[config.mk]
export PLATFORM = sky130hd
export DESIGN_NAME = ddr_data_phase_ctrl
export DESIGN_NICKNAME = d
export VERILOG_FILES = /design/src/rtl/ddr_dp_pkg.sv /design/src/rtl/ddr_dp_fsm.sv /design/src/rtl/ddr_dp_wr_path.sv /design/src/rtl/ddr_dp_rd_path.sv /design/src/rtl/ddr_data_phase_ctrl.sv
export SDC_FILE = /design/constraint.sdc
export NUM_CORES = 1
export LEC_CHECK = 0
export ABC_AREA = 1
export BUFFER_PORTS_ARGS = -buffer_cell sky130_fd_sc_hd__buf_2
export CORE_AREA = 2 2 113 115
export CTS_CLUSTER_DIAMETER = 40
export DETAILED_ROUTE_END_ITERATION = 8
export DIE_AREA = 0 0 115 117
export GPL_ROUTABILITY_DRIVEN = 0
export MAX_ROUTING_LAYER = met4
export PLACE_DENSITY_LB_ADDON = 0.08
export SLEW_MARGIN = 10
export SYNTH_ARGS = -nofsm -noshare
export SYNTH_HDL_FRONTEND = slang
export SYNTH_SLANG_ARGS = --single-unit
export TNS_END_PERCENT = 10
[constraint.sdc]
create_clock -name clk -period 1.5 [get_ports clk]
set_input_delay 0.3 -clock clk [delete_from_list [all_inputs] [get_ports clk]]
set_output_delay 0.3 -clock clk [all_outputs]
set_load 0.02 [all_outputs]
[src/rtl/ddr_dp_pkg.sv]
package ddr_dp_pkg;

   typedef enum logic [2:0] {
      DP_IDLE    = 3'd0,
      DP_WAIT_CL = 3'd1,
      DP_RD      = 3'd2,
      DP_WR      = 3'd3,
      DP_DONE    = 3'd4
   } dp_state_e;

endpackage

[src/rtl/ddr_dp_fsm.sv]
module ddr_dp_fsm
   import ddr_dp_pkg::*;
#(
   parameter int CAS_LAT   = 2,
   parameter int BURST_LEN = 4,
   parameter int TWR_CYC   = 3
) (
   input  logic      clk,
   input  logic      rst,
   input  logic      data_en,
   input  logic      op_is_read,
   input  logic      pend_valid,
   input  logic      pend_is_read,
   output dp_state_e state_o,
   output logic      burst_end_o,
   output logic      xfer_done_o,
   output logic      wr_next_o
);

   localparam int NPAIR  = BURST_LEN / 2;
   localparam int PAIR_W = (NPAIR > 1) ? $clog2(NPAIR) : 1;
   localparam int REC_W  = $clog2(TWR_CYC + 1);
   localparam logic [PAIR_W-1:0] PAIR_LAST = PAIR_W'(NPAIR - 1);
   localparam logic [1:0]        CL_LAST   = 2'(CAS_LAT - 1);
   localparam logic [REC_W-1:0]  REC_LOAD  = REC_W'(TWR_CYC - 1);

   dp_state_e         state_q, state_d;
   logic [PAIR_W-1:0] pair_q;
   logic [1:0]        wait_q;
   logic [REC_W-1:0]  rec_q;
   logic              in_burst;

   assign in_burst    = (state_q == DP_RD) || (state_q == DP_WR);
   assign burst_end_o = in_burst && (pair_q == PAIR_LAST);
   assign xfer_done_o = (state_q == DP_DONE) && (rec_q == '0);
   assign wr_next_o   = (state_d == DP_WR) && (state_q != DP_WR);
   assign state_o     = state_q;

   always_comb begin
      state_d = state_q;
      unique case (state_q)
         DP_IDLE:    if (data_en) state_d = op_is_read ? DP_WAIT_CL : DP_WR;
         DP_WAIT_CL: if (wait_q == CL_LAST) state_d = DP_RD;
         DP_RD, DP_WR: begin
            if (burst_end_o) begin
               if (pend_valid) state_d = pend_is_read ? DP_RD : DP_WR;
               else            state_d = DP_DONE;
            end
         end
         DP_DONE:    if (rec_q == '0) state_d = DP_IDLE;
         default:    state_d = DP_IDLE;
      endcase
   end

   always_ff @(posedge clk) begin
      if (rst) begin
         state_q <= DP_IDLE;
         pair_q  <= '0;
         wait_q  <= '0;
         rec_q   <= '0;
      end else begin
         state_q <= state_d;
         if (in_burst && !burst_end_o) pair_q <= pair_q + 1'b1;
         else                          pair_q <= '0;
         if (state_q == DP_WAIT_CL) wait_q <= wait_q + 1'b1;
         else                       wait_q <= '0;
         if (burst_end_o)
            rec_q <= (state_q == DP_WR) ? REC_LOAD : '0;
         else if ((state_q == DP_DONE) && (rec_q != '0))
            rec_q <= rec_q - 1'b1;
      end
   end

endmodule

[src/rtl/ddr_dp_wr_path.sv]
module ddr_dp_wr_path #(
   parameter int SYS_DW      = 64,
   parameter bit DQS_PULL_UP = 1'b0
) (
   input  logic                  wr_active,
   input  logic                  wr_preamble,
   input  logic [SYS_DW-1:0]     wr_data,
   input  logic [SYS_DW/8-1:0]   wr_be,
   output logic [SYS_DW/2-1:0]   dq_hi,
   output logic [SYS_DW/2-1:0]   dq_lo,
   output logic [SYS_DW/16-1:0]  dm_hi,
   output logic [SYS_DW/16-1:0]  dm_lo,
   output logic                  dq_oe_n,
   output logic                  dqs_oe_n,
   output logic                  dqs_o
);

   localparam int DQ_W   = SYS_DW / 2;
   localparam int BYTES  = SYS_DW / 8;
   localparam int HALF_B = BYTES / 2;

   logic [BYTES-1:0] lane_mask;
   logic             park_lvl;

   for (genvar g = 0; g < BYTES; g++) begin : g_lane
      assign lane_mask[g] = wr_active & ~wr_be[g];
   end

   if (DQS_PULL_UP) begin : g_park_hi
      assign park_lvl = 1'b1;
   end else begin : g_park_lo
      assign park_lvl = 1'b0;
   end

   assign dq_hi    = wr_active ? wr_data[SYS_DW-1:DQ_W] : '0;
   assign dq_lo    = wr_active ? wr_data[DQ_W-1:0]      : '0;
   assign dm_hi    = lane_mask[BYTES-1:HALF_B];
   assign dm_lo    = lane_mask[HALF_B-1:0];
   assign dq_oe_n  = ~wr_active;
   assign dqs_oe_n = ~(wr_active | wr_preamble);
   assign dqs_o    = wr_active ? 1'b1 : (wr_preamble ? 1'b0 : park_lvl);

endmodule

[src/rtl/ddr_dp_rd_path.sv]
module ddr_dp_rd_path #(
   parameter int SYS_DW = 64
) (
   input  logic              clk,
   input  logic              rst,
   input  logic              dqs_cap,
   input  logic              dqs_drv_n,
   input  logic              fifo_empty,
   input  logic [SYS_DW-1:0] fifo_data,
   output logic              fifo_push,
   output logic              fifo_pop,
   output logic              rd_ack,
   output logic [SYS_DW-1:0] rd_data
);

   assign fifo_push = dqs_cap & dqs_drv_n;
   assign fifo_pop  = ~fifo_empty;

   always_ff @(posedge clk) begin
      if (rst) begin
         rd_ack  <= 1'b0;
         rd_data <= '0;
      end else begin
         rd_ack <= fifo_pop;
         if (fifo_pop) rd_data <= fifo_data;
      end
   end

endmodule

[src/rtl/ddr_data_phase_ctrl.sv]
module ddr_data_phase_ctrl
   import ddr_dp_pkg::*;
#(
   parameter int SYS_DW      = 64,
   parameter int BURST_LEN   = 4,
   parameter int CAS_LAT     = 2,
   parameter int TWR_CYC     = 3,
   parameter bit DQS_PULL_UP = 1'b0
) (
   input  logic                  clk,
   input  logic                  rst,
   input  logic                  data_en,
   input  logic                  op_is_read,
   input  logic                  pend_valid,
   input  logic                  pend_is_read,
   output logic                  burst_end,
   output logic                  xfer_done,
   input  logic [SYS_DW-1:0]     wr_data,
   input  logic [SYS_DW/8-1:0]   wr_be,
   output logic                  wr_beat_ack,
   output logic [SYS_DW/2-1:0]   dq_hi,
   output logic [SYS_DW/2-1:0]   dq_lo,
   output logic [SYS_DW/16-1:0]  dm_hi,
   output logic [SYS_DW/16-1:0]  dm_lo,
   output logic                  dq_oe_n,
   output logic                  dqs_oe_n,
   output logic                  dqs_o,
   output logic                  rd_data_en,
   input  logic                  dqs_cap,
   output logic                  rd_fifo_push,
   input  logic                  rd_fifo_empty,
   input  logic [SYS_DW-1:0]     rd_fifo_data,
   output logic                  rd_fifo_pop,
   output logic                  rd_ack,
   output logic [SYS_DW-1:0]     rd_data
);

   if (!(CAS_LAT == 2 || CAS_LAT == 3)) begin : g_bad_cas
      $error("CAS_LAT must be 2 or 3");
   end
   if (!(BURST_LEN == 2 || BURST_LEN == 4 || BURST_LEN == 8)) begin : g_bad_bl
      $error("BURST_LEN must be 2, 4 or 8");
   end
   if ((SYS_DW % 16) != 0) begin : g_bad_dw
      $error("SYS_DW must be a multiple of 16");
   end
   if (TWR_CYC < 1) begin : g_bad_twr
      $error("TWR_CYC must be at least 1");
   end

   dp_state_e st;
   logic      wr_next;

   ddr_dp_fsm #(
      .CAS_LAT   (CAS_LAT),
      .BURST_LEN (BURST_LEN),
      .TWR_CYC   (TWR_CYC)
   ) u_fsm (
      .clk          (clk),
      .rst          (rst),
      .data_en      (data_en),
      .op_is_read   (op_is_read),
      .pend_valid   (pend_valid),
      .pend_is_read (pend_is_read),
      .state_o      (st),
      .burst_end_o  (burst_end),
      .xfer_done_o  (xfer_done),
      .wr_next_o    (wr_next)
   );

   assign wr_beat_ack = (st == DP_WR);
   assign rd_data_en  = (st == DP_RD);

   ddr_dp_wr_path #(
      .SYS_DW      (SYS_DW),
      .DQS_PULL_UP (DQS_PULL_UP)
   ) u_wr (
      .wr_active   (wr_beat_ack),
      .wr_preamble (wr_next),
      .wr_data     (wr_data),
      .wr_be       (wr_be),
      .dq_hi       (dq_hi),
      .dq_lo       (dq_lo),
      .dm_hi       (dm_hi),
      .dm_lo       (dm_lo),
      .dq_oe_n     (dq_oe_n),
      .dqs_oe_n    (dqs_oe_n),
      .dqs_o       (dqs_o)
   );

   ddr_dp_rd_path #(
      .SYS_DW (SYS_DW)
   ) u_rd (
      .clk        (clk),
      .rst        (rst),
      .dqs_cap    (dqs_cap),
      .dqs_drv_n  (dqs_oe_n),
      .fifo_empty (rd_fifo_empty),
      .fifo_data  (rd_fifo_data),
      .fifo_push  (rd_fifo_push),
      .fifo_pop   (rd_fifo_pop),
      .rd_ack     (rd_ack),
      .rd_data    (rd_data)
   );

endmodule

## Yosys cells after proc, flatten, opt, wreduce, memory -nomap -nowiden

Cells that the tools add are included.

| operators by class | value |
|---|---|
| equality and inequality tests | 7 |
| multiplexer cells | 14 |
| reduce and logical (&&, ||, !) cells | 14 |
| bitwise logic cells | 23 |
| add/subtract/negate cells | 3 |

Operators with widths:

| operator | number |
|---|---|
| $mux 32 | 2 |
| $mux 3 | 5 |
| $not 1->1 | 13 |
| $pmux 3 s4 | 1 |
| $and 1x1->1 | 9 |
| $eq 3x2->1 const B | 3 |
| $mux 2 | 4 |
| $reduce_or 2->1 | 3 |
| $logic_and 1x1->1 | 5 |
| $reduce_bool 2->1 | 2 |
| $eq 3x1->1 const B | 1 |
| $eq 3x3->1 const B | 1 |
| $logic_not 3->1 | 1 |
| $ne 3x2->1 const B | 1 |
| $add 2x1->2 const B | 1 |
| $eq 2x1->1 const B | 1 |
| $logic_not 2->1 | 1 |
| $mux 1 | 2 |
| $sub 2x1->2 const B | 1 |
| $add 1x1->1 const B | 1 |
| $logic_not 1->1 | 1 |
| $logic_or 1x1->1 | 1 |
| $or 1x1->1 | 1 |

| storage, ports and cells | value |
|---|---|
| output and inout bits | 146 |
| logic and storage cells | 67 |
| input bits | 144 |
| register bits after elaboration | 73 |

## Depth between registers and ports, before layout

Gate-level depths: netlist (run 1).

| logic depth | value |
|---|---|
| word-level depth | 10 |
| mapped depth | 10 |
| mapped depth without buffers | 10 |

## Modules after synthesis

Synthesis (run 1) repeated with hierarchy kept, for this count alone.

| unflattened totals | value |
|---|---|
| cells, all modules | 635 |
| area total of the unflattened synthesis | 3699.8 um^2 |

By module, submodules not included:

| module | cells each | area an instance (um^2) | times used | sequential area each (um^2) |
|---|---|---|---|---|
| ddr_dp_rd_path | 410 | 2636.3 | 1 | 1301.2 |
| ddr_dp_wr_path | 146 | 573.0 | 1 | 0.0 |
| ddr_dp_fsm | 74 | 471.7 | 1 | 160.2 |
| ddr_data_phase_ctrl | 5 | 18.8 | 1 | 0.0 |

## Worst setup path before layout (run 1)

Ideal clock, no wire load.

| timing | value |
|---|---|
| kind | reg-to-output |
| start | register u_fsm.state_q[1] (netlist: u_fsm.state_o[1]) |
| end | output port dq_hi[1] |
| path buffers | 1 |
| arrival | 1.214 ns |
| cell stages (with the launch flop) | 6 |
| required time | 1.200 ns |
| setup slack | -0.014 ns |
| path through | dfxtp_1 nand2_1 nor2_4 inv_2 buf_2 nor2_1 |

| between the ends | value |
|---|---|
| word-level cells in the longest chain between the ends | 2 |

Ends and longest elaborated chain:

| element | line | RTL |
|---|---|---|
| from (decl) | ddr_dp_fsm.sv:27 | `dp_state_e state_q, state_d;` |
| from (signal assigned) | ddr_dp_fsm.sv:62 | `state_q <= state_d;` |
| $eq 3x2->1 | ddr_data_phase_ctrl.sv:71 | `assign wr_beat_ack = (st == DP_WR);` |
| $mux 32 | ddr_dp_wr_path.sv:35 | `assign dq_hi = wr_active ? wr_data[SYS_DW-1:DQ_W] : '0;` |
| to (decl) | ddr_data_phase_ctrl.sv:21 | `output logic [SYS_DW/2-1:0] dq_hi,` |

Every way passes these cells.

## Final worst setup path (run 1)

| timing | value |
|---|---|
| start | register u_fsm.state_q[2] (netlist: u_fsm.state_o[2]) |
| end | output port rd_fifo_push |

| between the ends | value |
|---|---|
| word-level cells in the longest chain between the ends | 10 |
| elaborated cells between the ends (all ways) | 19 |
| classes of those cells | eq/ne: 6; mux: 5; bitwise: 3; reduce/logical: 5 |

Ends and longest elaborated chain:

| element | line | RTL |
|---|---|---|
| $eq 3x2->1 (on tied branches) | ddr_dp_fsm.sv:33, ddr_dp_fsm.sv:41, ddr_data_phase_ctrl.sv:71 |  |
| $logic_or 1x1->1 | ddr_dp_fsm.sv:33 | `assign in_burst = (state_q == DP_RD) \|\| (state_q == DP_WR);` |
| $logic_and 1x1->1 | ddr_dp_fsm.sv:34 | `assign burst_end_o = in_burst && (pair_q == PAIR_LAST);` |
| $mux 3 | ddr_dp_fsm.sv:45 | `if (burst_end_o) begin` |
| $pmux 3 s4 | ddr_dp_fsm.sv:41 | `unique case (state_q)` |
| $eq 3x2->1 | ddr_dp_fsm.sv:36 | `assign wr_next_o = (state_d == DP_WR) && (state_q != DP_WR);` |
| $logic_and 1x1->1 | ddr_dp_fsm.sv:36 |  |
| $or 1x1->1 * | ddr_dp_wr_path.sv:40 | `assign dqs_oe_n = ~(wr_active \| wr_preamble);` |
| $not 1->1 * | ddr_dp_wr_path.sv:40 |  |
| $and 1x1->1 * | ddr_dp_rd_path.sv:16 | `assign fifo_push = dqs_cap & dqs_drv_n;` |
| to (decl) | ddr_data_phase_ctrl.sv:30 | `output logic rd_fifo_push,` |

Mark *: on every way between the ends. The rest lies on a longest branch, timed or not.

==> impl_metrics.ini, run 1 <==
[hold_path]
hold_class = in2reg

[critical_path]
rrSetupSlack_ns = 0.26
crit_family = simple AND/OR/NAND/NOR gates
startpoint = u_fsm.state_o[2]
reg2reg_depth = 8
crit_path_frequent_cell = nand2_2
r2r_end = u_fsm.rec_q[1]
cp_data_arrival_time_ns = 1.48
cp_cell_sequence = buf_6 > nor2_4 > nand2_1 > nand2_1 > inv_2 > nand2_2 > nand2_2 > nand2_2 > nor2_2 > buf_6
critPathLaunchType = flop
worstSetupEndpointType = output pin
cp.buffers_inverters = 3
r2r_start = u_fsm.rec_q[0]
required_ns = 1.20
path_max_fanout = 4
critPathCapture = rd_fifo_push
crit_slowest_cell = dfxtp_4
worst-setup-path-type = reg2out
cp_slowest_stage_delay_ns = 0.35
cp_num_cells = 10

[global_route]
antenna_found_initial = 2
grt_overflow = 0
grt_pass1_vias = 3630
grt_usage_pct = 16.6
grt_max_degree = 45
grt_pass1_wl_um = 17000

[floorplan]
core_um2 = 12300
dieHeight_um = 117
io_pins = 290
die_w_um = 115
start_util_pct = 28.5
rows = 41
dieArea_um2 = 13500

[clock_network]
cts_tree = built
cts.path.max_buffers = 2
clkSinkCount = 73
cts.clk_slew.worst_paths_ns = 0.05
cts_made_buffers = 9
clk_latency_ns = 0.33
cts_root_buf = clkbuf_16
h-tree-depth = 3

[run_status]
violations = negative setup slack
status = finished, violations left

[yosys]
seq_area_frac_synth_pct = 41.6
yosys_warnings = 0
synth.top_cells.by_area = dfxtp_1 42%, nor2_1 16%, nor2_2 9.4%
synth_top_cell_by_area = dfxtp_1
synth_cell_types = 23
synth_edf_count = 0
yosysTopAreaCellShare_pct = 41.6
yosysMostFrequentCell = nor2_1
syn_avg_cell_area_um2 = 7.07
synth_area_um2 = 3510
ys_async_sr_fraction_pct = 0
yosys_most_used_dff = dfxtp_1
synth_seq_cells = 73
synthCells = 497
synth_nets = 643
synth.cells.most_frequent = 149 x nor2_1, 82 x inv_1, 73 x dfxtp_1

[layout]
finish.net_count = 937
syn2layout_area_growth_pct = 66.7
drive_gt1_share_pct = 52.0
finalNonFillerCells = 948

[sta]
rsz0062_at_grt = true
period_needed_ns = 1.78
drv_slew = 0
setup_viol = 80
tightest_slew_ns = 0.376
timing.fmax_ghz = 0.563
worst_slack_ns = -0.278
min_period_over_period_pct = 119
slew_headroom_pct = 74.9
final_hold_viol_count = 0
finalClockSkew_ns = 0.00528

[power_and_ir_drop]
cellLeakagePower_uw = 0.00328
total_power_uw = 5940
peakVddDrop_uv = 718
powerDensity_nw_per_um2 = 1010

[placed_design]
port_buffers = 289
pre_cts_slack_ns = -0.00294
dp_hpwl_um = 8820
dpl.cell_count = 925

[route]
drc_errors = 0
ant_nets = 0
num_vias = 3994
routed_via_density = 4.21
totalWireLength_um = 11600
dr.pass1.iters = 4
drtIter0Drc = 113
wl_per_cell_um = 12.3

[run]
maxCapViolCount = 0
[state kept, by name, indices dropped and copies added, names as in the netlist]
register,count
u_fsm.pair_q,1
u_rd.rd_ack,1
u_rd.rd_data,64
u_fsm.wait_q,2
u_fsm.state_o,3
u_fsm.rec_q,2
[cell usage in the layout (no fill, tap or decap), types with 2 or more instances in the layout]
master	n
buf_16	2
o21ai_0	65
buf_4	77
buf_6	20
ha_1	2
clkbuf_16	9
a21oi_1	3
clkbuf_8	2
nand2_2	4
nor2_4	12
clkinvlp_4	2
nor2_2	59
nand3_1	6
nand2_1	10
bufinv_16	2
dfxtp_4	2
buf_12	4
dfxtp_1	70
nor2_1	142
diode_2	2
buf_2	210
inv_1	78
inv_2	5
[metal layers]
metal / vias up / part of all wire [%] / global-route usage [%] / wire length (um)
met3: 13 / 7.0 / 3.50 / 818
met2: 160 / 54 / 30.5 / 6220
met4: 0 / 1.5 / 7.07 / 178
met5: - / 0 / - / 0
met1: 1757 / 38 / 17.2 / 4410
li1: 2064 / - / - / -
[worst min-delay path by stage]
stage / start / cells past startpoint / slack [ns] / endpoint
CTS: rd_fifo_data[50] / 3 / 0.19 / u_rd.rd_data[50]
global placement: u_fsm.wait_q[0] / 1 / 0.41 / u_fsm.wait_q[0]
finish: rd_fifo_data[25] / 3 / 0.21 / u_rd.rd_data[25]
floorplan: rst / 1 / 0.37 / u_rd.rd_ack
detailed placement: u_fsm.wait_q[0] / 1 / 0.42 / u_fsm.wait_q[0]
global route: rd_fifo_data[50] / 3 / 0.20 / u_rd.rd_data[50]
[final cells by class]
cell class	instances	area, um^2
Tap cell	150	188
Multi-Input combinational cell	310	1550
Antenna cell	2	5.00
Inverter	84	320
Fill cell	1269	6450
Clock inverter	4	75.1
Sequential cell	73	1470
Clock buffer	12	256
Timing Repair Buffer	313	1990
[where the power goes]
group,leakage (uW),switching (uW),internal (uW)
sequential,0.000608,76.0,2080
clock,0.000155,794,1550
combinational,0.00251,830,612
[worst reg2reg max path, cell delays in order, from the launching register on]
cell     delay (ns)
dfxtp_1        0.30
inv_1          0.06
ha_1           0.19
inv_1          0.09
nand3_1        0.17
nand2_1        0.10
nor2_1         0.04
o21ai_0        0.15
inv_1          0.05
[through the flow]
| step | TNS (ns) | utilization, % | area, um^2 | hold slack, ns |
|---|---|---|---|---|
| after floorplan | -0.124 | - | 3510 | 0.367 |
| after global placement | 0 | 41.6 | 5120 | 0.407 |
| after detailed placement | -0.00294 | 41.6 | 5120 | 0.417 |
| after CTS | -18.45 | 47.2 | 5810 | 0.194 |
| after global routing | -23.45 | 47.6 | 5860 | 0.199 |
| final | -18.72 | 47.6 | 5860 | 0.207 |
[cells by family after synthesis]
kind of cell             Yosys count  synth area share, %
AO/OA/AOI/OAI                     71                 10.3
adder cells (fa/ha/maj)            2                0.712
buffers and inverters            114                 15.4
flip-flops                        73                 41.6
AND/OR/NAND/NOR                  237                 32.1
[repair_timing]
action,CTS,global route
buffers inserted,3,1
endpoints found under the setup margin,80,80
gates resized for setup,115,11
cloned,1,0
hold buffers,0,0
pin swaps,5,5
Power figures use the tool's default switching activity.
==> inputs of run 2 (changes only) <==
Settings changed: BUFFER_PORTS_ARGS -buffer_cell sky130_fd_sc_hd__buf_2 to default, CAP_MARGIN from default to 10, DONT_BUFFER_PORTS from default to 1.
==> impl_metrics.ini, run 2 (synthesis gave the netlist of run 1 again) <==
[run_status]
status = finished, violations left
violations = negative setup slack

[global_route]
antenna_found_initial = 0
grt_overflow = 0
grt_usage_pct = 14.4
grt_pass1_vias = 2725
grt_pass1_wl_um = 14400
grt_max_degree = 67

[critical_path]
cp_data_arrival_time_ns = 1.42
worstSetupEndpointType = output pin
required_ns = 1.20
r2r_start = u_fsm.rec_q[0]
path_max_fanout = 11
critPathLaunchType = flop
worst-setup-path-type = reg2out
startpoint = u_fsm.state_o[1]

[route]
num_vias = 3013
totalWireLength_um = 10100
ant_nets = 0
dr.pass1.iters = 4
drtIter0Drc = 97
wl_per_cell_um = 15.2
routed_via_density = 4.54
drc_errors = 0

[placed_design]
dp_hpwl_um = 7650
port_buffers = 0
pre_cts_slack_ns = 0.0535

[power_and_ir_drop]
power_frac_comb_pct = 15.6
p_seq_share_pct = 43.0
cellLeakagePower_uw = 0.00200
switching_share_pct = 28.9
clockPowerShare_pct = 41.4
peakVddDrop_uv = 620
p_int_uw = 3860
powerDensity_nw_per_um2 = 1250
p_switching_uw = 1570

[sta]
whs_ns = 0.0340
finalClockSkew_ns = 0.00571
drv_slew = 0
min_period_over_period_pct = 115
timing.fmax_ghz = 0.580
period_needed_ns = 1.72
slew_headroom_pct = 71.3
fin_setup_tns_ns = -12.39
worst_slack_ns = -0.224
rsz0062_at_grt = true
tightest_slew_ns = 0.428
setup_viol = 79
final_hold_viol_count = 0

[floorplan]
io_pins = 290
rows = 41
dieArea_um2 = 13500
start_util_pct = 28.5
core_um2 = 12300
die_w_um = 115
dieHeight_um = 117

[layout]
largest_reg_flops = 64
insertedDiodeCount = 0
final_cell_mix = 144 x nor2_1, 77 x inv_1, 68 x dfxtp_1
post-route-util_pct = 35.3
syn2layout_area_growth_pct = 23.7
max_flop_register = u_rd.rd_data
final_common_cell = nor2_1
finish.net_count = 655
drive_gt1_share_pct = 25.3

[clock_network]
cts_tree = built
clk_latency_ns = 0.33
cts.clk_slew.worst_paths_ns = 0.05
clkSinkCount = 73
cts_made_buffers = 9
cts.path.max_buffers = 2
cts_root_buf = clkbuf_16
cts_hold_buf = 0
h-tree-depth = 3

[run]
maxCapViolCount = 0

[hold_path]
hold_class = in2reg
hp-start = rst
==> run 2: final timing paths <==
| check | to | cells after the start | slack, ns |
|---|---|---|---|
| setup / recovery | rd_fifo_push | 6 | -0.22 |
| hold / removal | u_fsm.state_o[1] | 1 | 0.03 |
| setup reg to reg | u_fsm.rec_q[1] | 8 | 0.22 |
| hold reg to reg | u_fsm.wait_q[0] | 1 | 0.40 |
==> run 2: repair_timing <==
item	CTS	global route
hold endpoints to repair	0	0
setup endpoints to repair	78	80
cloned	2	0
buffers inserted	2	1
gates resized for setup	46	15
pin swaps	2	2
==> run 2: cell type report <==
cell class	instances	area, um^2
clock inverters	3	65.1
fillers	1311	7970
well taps	150	188
flip-flops and latches	73	1470
clock buffers	12	246
multi-input cells	310	1700
inverters	84	329
repair buffers	31	349
==> run 2: worst max-delay path, stage by stage, from the launching register on <==
cell and delay [ns]:
dfxtp_4 0.36, nand2_2 0.08, nor2_4 0.05, inv_6 0.13, buf_6 0.20, nand2_2 0.12, nor2_4 0.16
==> run 2: per-layer routing <==
metal	up-vias	wire, um	global-route usage, %	part of all wire, %
met5	-	0	-	0
met4	0	165	5.78	1.6
met3	11	945	5.05	9.4
met2	158	5330	25.7	53
met1	1342	3660	14.4	36
li1	1502	-	-	-
==> run 2: per-stage QoR <==
step	cells	total power [uW]	cell area, um^2
4_1_cts	662	5500	4280
2_1_floorplan	497	2980	3510
3_5_place_dp	643	3110	3720
6_report	663	5430	4350
3_3_place_gp	643	3100	3720
5_1_grt	663	5720	4350
==> run 2: power groups by stage <==
| stage | Combinational [uW] | Clock (uW) | Sequential, uW |
|---|---|---|---|
| 5_1_grt | 946 | 2420 | 2350 |
| 4_1_cts | 840 | 2320 | 2340 |
| 6_report | 849 | 2250 | 2330 |
| 2_1_floorplan | 647 | 0 | 2340 |
| 3_5_place_dp | 734 | 0 | 2370 |
| 3_3_place_gp | 727 | 0 | 2370 |
